==> config.mk <==
export PLATFORM = sky130hd
export DESIGN_NAME = pbdma_req
export DESIGN_NICKNAME = d
export VERILOG_FILES = /design/src/rtl/pbdma_pkg.sv /design/src/rtl/pbdma_regs.sv /design/src/rtl/pbdma_burst.sv /design/src/rtl/pbdma_tcflag.sv /design/src/rtl/pbdma_req.sv
export SDC_FILE = /design/constraint.sdc
export NUM_CORES = 1
export LEC_CHECK = 0
export BUFFER_PORTS_ARGS = -buffer_cell sky130_fd_sc_hd__buf_2
export CORE_MARGIN = 2
export CORE_UTILIZATION = 54
export DETAILED_ROUTE_END_ITERATION = 8
export PLACE_DENSITY = 0.83
export SYNTH_ARGS = -nofsm -noshare
export SYNTH_HDL_FRONTEND = slang
export SYNTH_SLANG_ARGS = --single-unit
==> constraint.sdc <==
create_clock -name clk -period 3.6 [get_ports clk]
set_input_delay 0.72 -clock clk [delete_from_list [all_inputs] [get_ports clk]]
set_output_delay 0.72 -clock clk [all_outputs]
set_load 0.1 [all_outputs]
==> src/rtl/pbdma_pkg.sv <==
package pbdma_pkg;

    localparam int REG_W  = 8;
    localparam int ADDR_W = 2;

    typedef enum logic [ADDR_W-1:0] {
        ADR_CTRL = 2'd0,
        ADR_BLEN = 2'd1,
        ADR_MODE = 2'd2,
        ADR_STAT = 2'd3
    } reg_addr_e;

    localparam int CTRL_RUN_BIT  = 0;
    localparam int CTRL_MASK_BIT = 6;
    localparam int MODE_FLAG_BIT = 5;
    localparam int STAT_CLR_BIT  = 0;

    typedef enum logic [1:0] {
        FMT_LIN8  = 2'd0,
        FMT_LIN16 = 2'd1,
        FMT_MU8   = 2'd2,
        FMT_A8    = 2'd3
    } fmt_e;

    typedef struct packed {
        logic mask;
        logic run;
    } ctrl_t;

    typedef struct packed {
        logic iox;
        logic usgn;
        logic wide;
        fmt_e fmt;
    } mode_t;

    localparam int MODE_W = $bits(mode_t);

    function automatic logic [REG_W-1:0] ctrl_to_byte(input ctrl_t c);
        logic [REG_W-1:0] b;
        b = '0;
        b[CTRL_RUN_BIT]  = c.run;
        b[CTRL_MASK_BIT] = c.mask;
        return b;
    endfunction

    function automatic ctrl_t byte_to_ctrl(input logic [REG_W-1:0] b);
        ctrl_t c;
        c.run  = b[CTRL_RUN_BIT];
        c.mask = b[CTRL_MASK_BIT];
        return c;
    endfunction

    function automatic logic [REG_W-1:0] mode_to_byte(input mode_t m, input logic flag);
        logic [REG_W-1:0] b;
        b = '0;
        b[MODE_W-1:0]    = m;
        b[MODE_FLAG_BIT] = flag;
        return b;
    endfunction

    function automatic mode_t byte_to_mode(input logic [REG_W-1:0] b);
        return mode_t'(b[MODE_W-1:0]);
    endfunction

endpackage

==> src/rtl/pbdma_regs.sv <==
module pbdma_regs
    import pbdma_pkg::*;
#(
    parameter int BURST_W = 6
) (
    input  logic               clk,
    input  logic               rst,
    input  logic               we,
    input  logic [ADDR_W-1:0]  addr,
    input  logic [REG_W-1:0]   wdata,
    input  logic               tc_evt,
    input  logic               flag,
    output logic [REG_W-1:0]   rdata,
    output logic               run,
    output logic               iox,
    output logic [BURST_W-1:0] blen,
    output logic               clr_set,
    output logic               clr_hold
);

    localparam int PAD_W = REG_W - BURST_W;

    reg_addr_e addr_e;
    ctrl_t     ctrl_q;
    mode_t     mode_q;
    logic      wr_ctrl;
    logic      wr_blen;
    logic      wr_mode;
    logic      wr_stat;

    assign addr_e  = reg_addr_e'(addr);
    assign wr_ctrl = we && (addr_e == ADR_CTRL);
    assign wr_blen = we && (addr_e == ADR_BLEN);
    assign wr_mode = we && (addr_e == ADR_MODE);
    assign wr_stat = we && (addr_e == ADR_STAT);
    assign clr_set = wr_stat && wdata[STAT_CLR_BIT];

    // control: a write wins over a terminal-count clear in the same cycle
    always_ff @(posedge clk) begin
        if (rst) begin
            ctrl_q <= '0;
        end else if (wr_ctrl) begin
            ctrl_q <= byte_to_ctrl(wdata);
        end else if (tc_evt && !ctrl_q.mask) begin
            ctrl_q.run <= 1'b0;
        end
    end

    // burst length survives master reset; only a write changes it
    always_ff @(posedge clk) begin
        if (wr_blen) begin
            blen <= wdata[BURST_W-1:0];
        end
    end

    always_ff @(posedge clk) begin
        if (rst) begin
            mode_q <= '0;
        end else if (wr_mode) begin
            mode_q <= byte_to_mode(wdata);
        end
    end

    always_ff @(posedge clk) begin
        if (rst) begin
            clr_hold <= 1'b0;
        end else if (wr_stat) begin
            clr_hold <= wdata[STAT_CLR_BIT];
        end
    end

    always_comb begin
        unique case (addr_e)
            ADR_CTRL: rdata = ctrl_to_byte(ctrl_q);
            ADR_BLEN: rdata = {{PAD_W{1'b0}}, blen};
            ADR_MODE: rdata = mode_to_byte(mode_q, flag);
            ADR_STAT: rdata = {{(REG_W-1){1'b0}}, clr_hold};
            default:  rdata = '0;
        endcase
    end

    assign run = ctrl_q.run;
    assign iox = mode_q.iox;


    tc_clears_run_chk: assert property (@(posedge clk) disable iff (rst)
        (tc_evt && !ctrl_q.mask && !wr_ctrl) |=> !ctrl_q.run);


    tc_masked_keeps_run_chk: assert property (@(posedge clk) disable iff (rst)
        (tc_evt && ctrl_q.mask && ctrl_q.run && !wr_ctrl) |=> ctrl_q.run);


    reset_clears_regs_chk: assert property (@(posedge clk)
        rst |=> (ctrl_q == '0 && mode_q == '0 && !clr_hold));

endmodule

==> src/rtl/pbdma_burst.sv <==
module pbdma_burst #(
    parameter int BURST_W = 6
) (
    input  logic               clk,
    input  logic               rst,
    input  logic               dack_n,
    input  logic [BURST_W-1:0] blen,
    input  logic               run,
    input  logic               iox,
    input  logic               fifo_room,
    output logic               drq
);

    logic [BURST_W-1:0] cnt;
    logic               xfer;
    logic               cnt_zero;

    assign xfer     = !dack_n;
    assign cnt_zero = (cnt == '0);

    // preset while acknowledge is inactive, count down on each acknowledged edge
    always_ff @(posedge clk) begin
        if (rst || dack_n) begin
            cnt <= blen;
        end else if (!cnt_zero) begin
            cnt <= cnt - BURST_W'(1);
        end
    end

    always_ff @(posedge clk) begin
        if (rst) begin
            drq <= 1'b0;
        end else if (!run || iox) begin
            drq <= 1'b0;
        end else if (drq && xfer && cnt_zero) begin
            drq <= 1'b0;
        end else if (!drq && fifo_room && dack_n) begin
            drq <= 1'b1;
        end
    end


    preset_on_idle_chk: assert property (@(posedge clk) disable iff (rst)
        dack_n |=> (cnt == $past(blen)));


    countdown_chk: assert property (@(posedge clk) disable iff (rst)
        (xfer && !cnt_zero) |=> (cnt == $past(cnt) - BURST_W'(1)));


    drq_rise_cond_chk: assert property (@(posedge clk) disable iff (rst)
        $rose(drq) |-> $past(run && !iox && fifo_room && dack_n));


    drq_fall_cond_chk: assert property (@(posedge clk) disable iff (rst)
        $fell(drq) |-> $past(!run || iox || (xfer && cnt_zero)));

endmodule

==> src/rtl/pbdma_tcflag.sv <==
module pbdma_tcflag (
    input  logic clk,
    input  logic rst,
    input  logic tc_evt,
    input  logic clr_set,
    input  logic clr_hold,
    input  logic irq_en_fifo,
    input  logic irq_en_play,
    output logic flag,
    output logic irq
);

    always_ff @(posedge clk) begin
        if (rst || clr_set || clr_hold) begin
            flag <= 1'b0;
        end else if (tc_evt) begin
            flag <= 1'b1;
        end
    end

    assign irq = flag && irq_en_fifo && irq_en_play;


    hold_keeps_clear_chk: assert property (@(posedge clk) disable iff (rst)
        clr_hold |-> !flag);


    tc_sets_flag_chk: assert property (@(posedge clk) disable iff (rst)
        (tc_evt && !clr_set && !clr_hold) |=> flag);


    irq_needs_flag_chk: assert property (@(posedge clk) disable iff (rst)
        irq |-> flag);

endmodule

==> src/rtl/pbdma_req.sv <==
module pbdma_req
    import pbdma_pkg::*;
#(
    parameter int BURST_W = 6
) (
    input  logic             clk,
    input  logic             rst,
    input  logic             reg_we,
    input  logic [1:0]       reg_addr,
    input  logic [7:0]       reg_wdata,
    output logic [7:0]       reg_rdata,
    input  logic             dack_n,
    input  logic             tc,
    input  logic             fifo_room,
    input  logic             irq_en_fifo,
    input  logic             irq_en_play,
    output logic             drq,
    output logic             play_irq
);

    logic               run;
    logic               iox;
    logic [BURST_W-1:0] blen;
    logic               clr_set;
    logic               clr_hold;
    logic               flag;
    logic               tc_evt;

    assign tc_evt = tc && !dack_n && !iox;

    pbdma_regs #(.BURST_W(BURST_W)) regs_i (
        .clk      (clk),
        .rst      (rst),
        .we       (reg_we),
        .addr     (reg_addr),
        .wdata    (reg_wdata),
        .tc_evt   (tc_evt),
        .flag     (flag),
        .rdata    (reg_rdata),
        .run      (run),
        .iox      (iox),
        .blen     (blen),
        .clr_set  (clr_set),
        .clr_hold (clr_hold)
    );

    pbdma_burst #(.BURST_W(BURST_W)) burst_i (
        .clk       (clk),
        .rst       (rst),
        .dack_n    (dack_n),
        .blen      (blen),
        .run       (run),
        .iox       (iox),
        .fifo_room (fifo_room),
        .drq       (drq)
    );

    pbdma_tcflag tcflag_i (
        .clk         (clk),
        .rst         (rst),
        .tc_evt      (tc_evt),
        .clr_set     (clr_set),
        .clr_hold    (clr_hold),
        .irq_en_fifo (irq_en_fifo),
        .irq_en_play (irq_en_play),
        .flag        (flag),
        .irq         (play_irq)
    );


    iox_blocks_drq_chk: assert property (@(posedge clk) disable iff (rst)
        iox |=> !drq);

endmodule

[Yosys cells after proc, flatten, opt, wreduce, memory -nomap -nowiden]
Cells that the tools add are included.
Storage, ports and cells
  flip-flop bits (word level): 22
Operators by class
  $add $sub $neg: 1
  equality and inequality tests: 4
  muxes and demuxes: 5
  reduce and logical (&&, ||, !) cells: 27
Operators by type and width (number)
  one-hot mux 8 bit (4 select lines): 1
  logical AND 1 bit: 14
  two-way mux 6 bit: 2
  zero test 6 bit: 1
  subtractor 6 x 1 -> 6 bit, second input constant: 1
  zero test 1 bit: 5
  == test 2 bit, second input constant: 2
  logical OR 1 bit: 4
  OR reduction 3 bit: 1
  == test 2 x 1 -> 1 bit, second input constant: 1
  zero test 2 bit: 1
  two-way mux 1 bit: 2
  inequality test 2 bit, second input constant: 1
  nonzero test 2 bit: 1

[Depth between registers and ports, before layout]
  word-level depth: 6
  mapped depth: 5
  depth with buffers taken out: 5

[Hierarchy]
From an unflattened synthesis, not the netlist that was laid out.
Second synthesis, totals
  cell total of the unflattened synthesis: 102
  area total of the unflattened synthesis: 1139.8 µm²
Modules (own cells, without submodules)
  pbdma_regs: instances 1, cells each 57, area an instance 686.9 µm², sequential area each 340.3 µm²
  pbdma_burst: instances 1, cells each 40, area an instance 397.9 µm², sequential area each 200.2 µm²
  pbdma_tcflag: instances 1, cells each 4, area an instance 42.5 µm², sequential area each 20.0 µm²
  pbdma_req: instances 1, cells each 1, area an instance 12.5 µm², sequential area each 0.0 µm²

[Worst setup path before layout]
OpenSTA, ideal clock, no wires.
  path kind: input -> output
  start: input port reg_addr[1]
  end: output port reg_rdata[6]
  arrival: 2.914 ns
  slack: -0.034 ns
  stages on the path: 2
  path buffers: 1
  cells stage by stage: clkbuf_1 nor3_1
Between the ends
  cells in the longest elaborated chain, start to end: 2
Ends and longest elaborated chain
  start, declared: line pbdma_req.sv:9  | input logic [1:0] reg_addr,
  == test 2 bit (tied with other cells): line pbdma_regs.sv:73  | unique case (addr_e)
  one-hot mux 8 bit (4 select lines) (*): line pbdma_regs.sv:73
  end, declared: line pbdma_req.sv:11  | output logic [7:0] reg_rdata,
Mark *: on every way between the ends. The rest lies on a longest branch, timed or not. The select of a mux whose other input is x is not followed.

[Final worst setup path]
  start: input port reg_addr[0]
  end: output port reg_rdata[5]
Same word-level chain as after synthesis.

==> summary.md <==
| Metric | Value |
|---|---|
| Outcome | `completed` |
| Max-slew violation count | `0` |
| Number of port buffers | `25` |
| Synth top area share | `34.7%` |
| Critical path class | `in -> out` |
| Number of synthesis warnings | `0` |
| Mean area per synthesized cell | `10.2 µm²` |
| Origin of the worst min-delay path | `regs_i.mode_q[0]` |
| Post-CTS resize count | `0` |
| Via count of the first global-routing pass | `710` |
| Initial cell density of the core | `58.9%` |
| Unique masters post-synth | `32` |
| Util after Layout | `68.6%` |
| Bufs on Longest Clock Path | `2` |
| Number of vias per cell after detailed routing | `5.43` |
| Number of clock sinks | `22` |
| Data arrival time of the worst path | `1920 ps` |
| Worst-path clk slew | `110 ps` |
| Synth async-reset ratio | `0%` |
| Average detailed-routed wire length per instance | `13.4 µm` |
| Routed vias | `825` |
| Final Hold Violating Endpoints | `0` |
| Fraction of the cycle the final worst path needs | `73.4%` |
| Clock skew after layout | `1.26 ps` |
| Clock insertion delay at the later pin of the skew report | `290 ps` |
| Top-level I/O count | `28` |
| CTS tree | `yes` |
| Post-Syn Nets | `122` |
| #FFs+latches synth | `22` |
| Kind of path behind the tightest hold check | `reg -> reg` |
| Global-route usage over all layers | `19.5%` |
| Area grow syn2layout | `16.4%` |
| Final GP Congestion | `0.766` |
| Synth top cells by count | `13 x a21oi_1, 12 x edfxtp_1, 10 x dfxtp_1, 10 x nor2_1` |
| Achievable frequency | `379 MHz` |
| Fraction of final layout cells with drive strength greater than 1 | `25.2%` |
| Leakage power total | `0.477 nW` |
| First-pass GRT wire length | `3080 µm` |
| Overall routed net length | `2030 µm` |
| Kind of start point of the critical path | `input port` |
| Largest net degree at the start of global routing | `15` |
| Leading register cell type out of synthesis | `edfxtp_1` |
| Pwr Total | `0.000492 W` |
| Remaining Overflow, GRT | `0` |
| Final TNS setup | `0 ps` |
| Post-CTS repair timing setup buffer count | `0` |
| Initial DRT Pass Iterations | `4` |
| Synth Instances | `102` |
| Leading cell types by total area after synthesis | `edfxtp_1 35%, dfxtp_1 19%, a21oi_1 6.3%` |
| Power per cell area | `407 mW/mm²` |
| Category of the worst setup path capture point | `output port` |
| Number of violations of the max-capacitance limit | `0` |
| Hold buffer count at cts | `0` |
| Number of antenna violations at the first check in global routing | `0` |
| Core Area | `0.00176 mm²` |
| Sequential-to-total area share from yosys stat | `53.9%` |
| Largest driver fanout on the critical path | `8` |
| Max VDD drop | `0.305 mV` |
| Rel. slew slack | `62.7%` |
| Floorplan die area | `0.00229 mm²` |
| Root buffer cell | `clkbuf_4` |
| Final net count | `148` |
| Biggest area consumer among synthesized cells | `edfxtp_1` |
| Num rows | `15` |
| Dominant cell by count in the synthesized netlist | `a21oi_1` |
| Number of flops mapped to enable cells by yosys | `12` |
| Final setup viols | `0` |
| Diodes inserted | `0` |
| Initial detailed-routing violation count | `25` |
| Number of buffers inserted during clock tree synthesis | `3` |
| Actual slew at the worst max-slew pin | `557 ps` |
| Overall die width | `47.9 µm` |
| Data required time at the worst endpoint | `2880 ps` |
| Time the final worst path needs with I/O delays and setup | `2640 ps` |
| Post-detailed-placement half-perimeter wirelength | `1540 µm` |
| Number of H-tree levels | `1` |
| Post-detailed-route DRC marker count | `0` |
| Beginning of the worst register-to-register path | `burst_i.cnt[2]` |
| ANT nets after route | `0` |
| Post-Synthesis Cell Area | `0.00104 mm²` |
| Min Hold Slack | `468 ps` |
| Worst setup path startpoint | `reg_addr[0]` |
| Vertical extent of the die | `47.9 µm` |
| RSZ-0062 raised after global routing | `no` |
per-layer routing:
| layer | GRT usage, % | wire length (µm) | vias up |
|---|---|---|---|
| li1 | - | - | 424 |
| met1 | 27.0 | 935 | 380 |
| met2 | 30.9 | 1020 | 19 |
| met3 | 2.26 | 65 | 2 |
| met4 | 8.11 | 12 | 0 |
| met5 | 0 | 0 | - |
per-stage QoR:
step	instance area (µm²)	setup slack, ps	instances
6_report	1210	959	152
4_1_cts	1210	960	152
5_1_grt	1210	904	152
2_1_floorplan	1040	822	102
3_3_place_gp	1180	966	148
3_5_place_dp	1180	959	148
layout by cell type (no fill, tap or decap), types with 2 or more instances in the layout:
cell type	count
a21oi_1	13
a22o_1	5
a31oi_1	2
buf_2	25
clkbuf_4	3
dfxtp_1	10
edfxtp_1	12
ha_1	2
inv_1	4
nand2_1	6
nand3_1	6
nor2_1	10
nor2b_1	2
nor3_1	2
nor3b_1	2
o21ai_0	2
or3_1	2
xnor2_1	3
report_power, final:
| group | internal, W | switching, W |
|---|---|---|
| Combinational | 0.0000281 | 0.0000650 |
| Sequential | 0.000279 | 0.0000107 |
| Clock | 0.0000403 | 0.0000688 |
area by class of cell:
class	count	area, µm²
fill	162	554
timing repair buffer	26	133
clock inverter	1	3.75
tap	25	31.3
inverter	4	15.0
clock buffer	3	22.5
sequential	22	561
multi-input combinational	71	444
logic make-up (layout without fill, tap and decap cells):
logic type | after synthesis | count (layout) | share of synthesized area (%)
adder cells (fa/ha/maj) | 2 | 2 | 2.41
AO/OA/AOI/OAI | 24 | 24 | 14.3
XOR/XNOR | 3 | 3 | 2.53
AND/OR/NAND/NOR | 39 | 39 | 19.5
other | 1 | 1 | 0.361
multiplexers | 2 | 2 | 3.13
buffers and inverters | 9 | 34 | 3.85
flip-flops | 22 | 22 | 53.9
worst paths after layout:
path                                         end  slack [ps]  depth (start not counted)
worst min register to register  regs_i.mode_q[0]         470                          2
worst max register to register    burst_i.cnt[5]        2080                          3
worst max-delay path                reg_rdata[5]         960                          4
worst min-delay path            regs_i.mode_q[0]         470                          2
worst max-delay path, cell delays in order:
cell and delay (ps):
buf_2 160, nor2b_1 410, a22o_1 200, buf_2 420
flip-flops by register name, summed over array words and instances, names as in the netlist:
| signal | flops |
|---|---|
| burst_i.cnt | 6 |
| burst_i.drq | 1 |
| regs_i.blen | 6 |
| regs_i.clr_hold | 1 |
| regs_i.ctrl_q | 1 |
| regs_i.iox | 1 |
| regs_i.mode_q | 4 |
| regs_i.run | 1 |
| tcflag_i.flag | 1 |
Note: power is estimated with default switching activity, not from simulation.
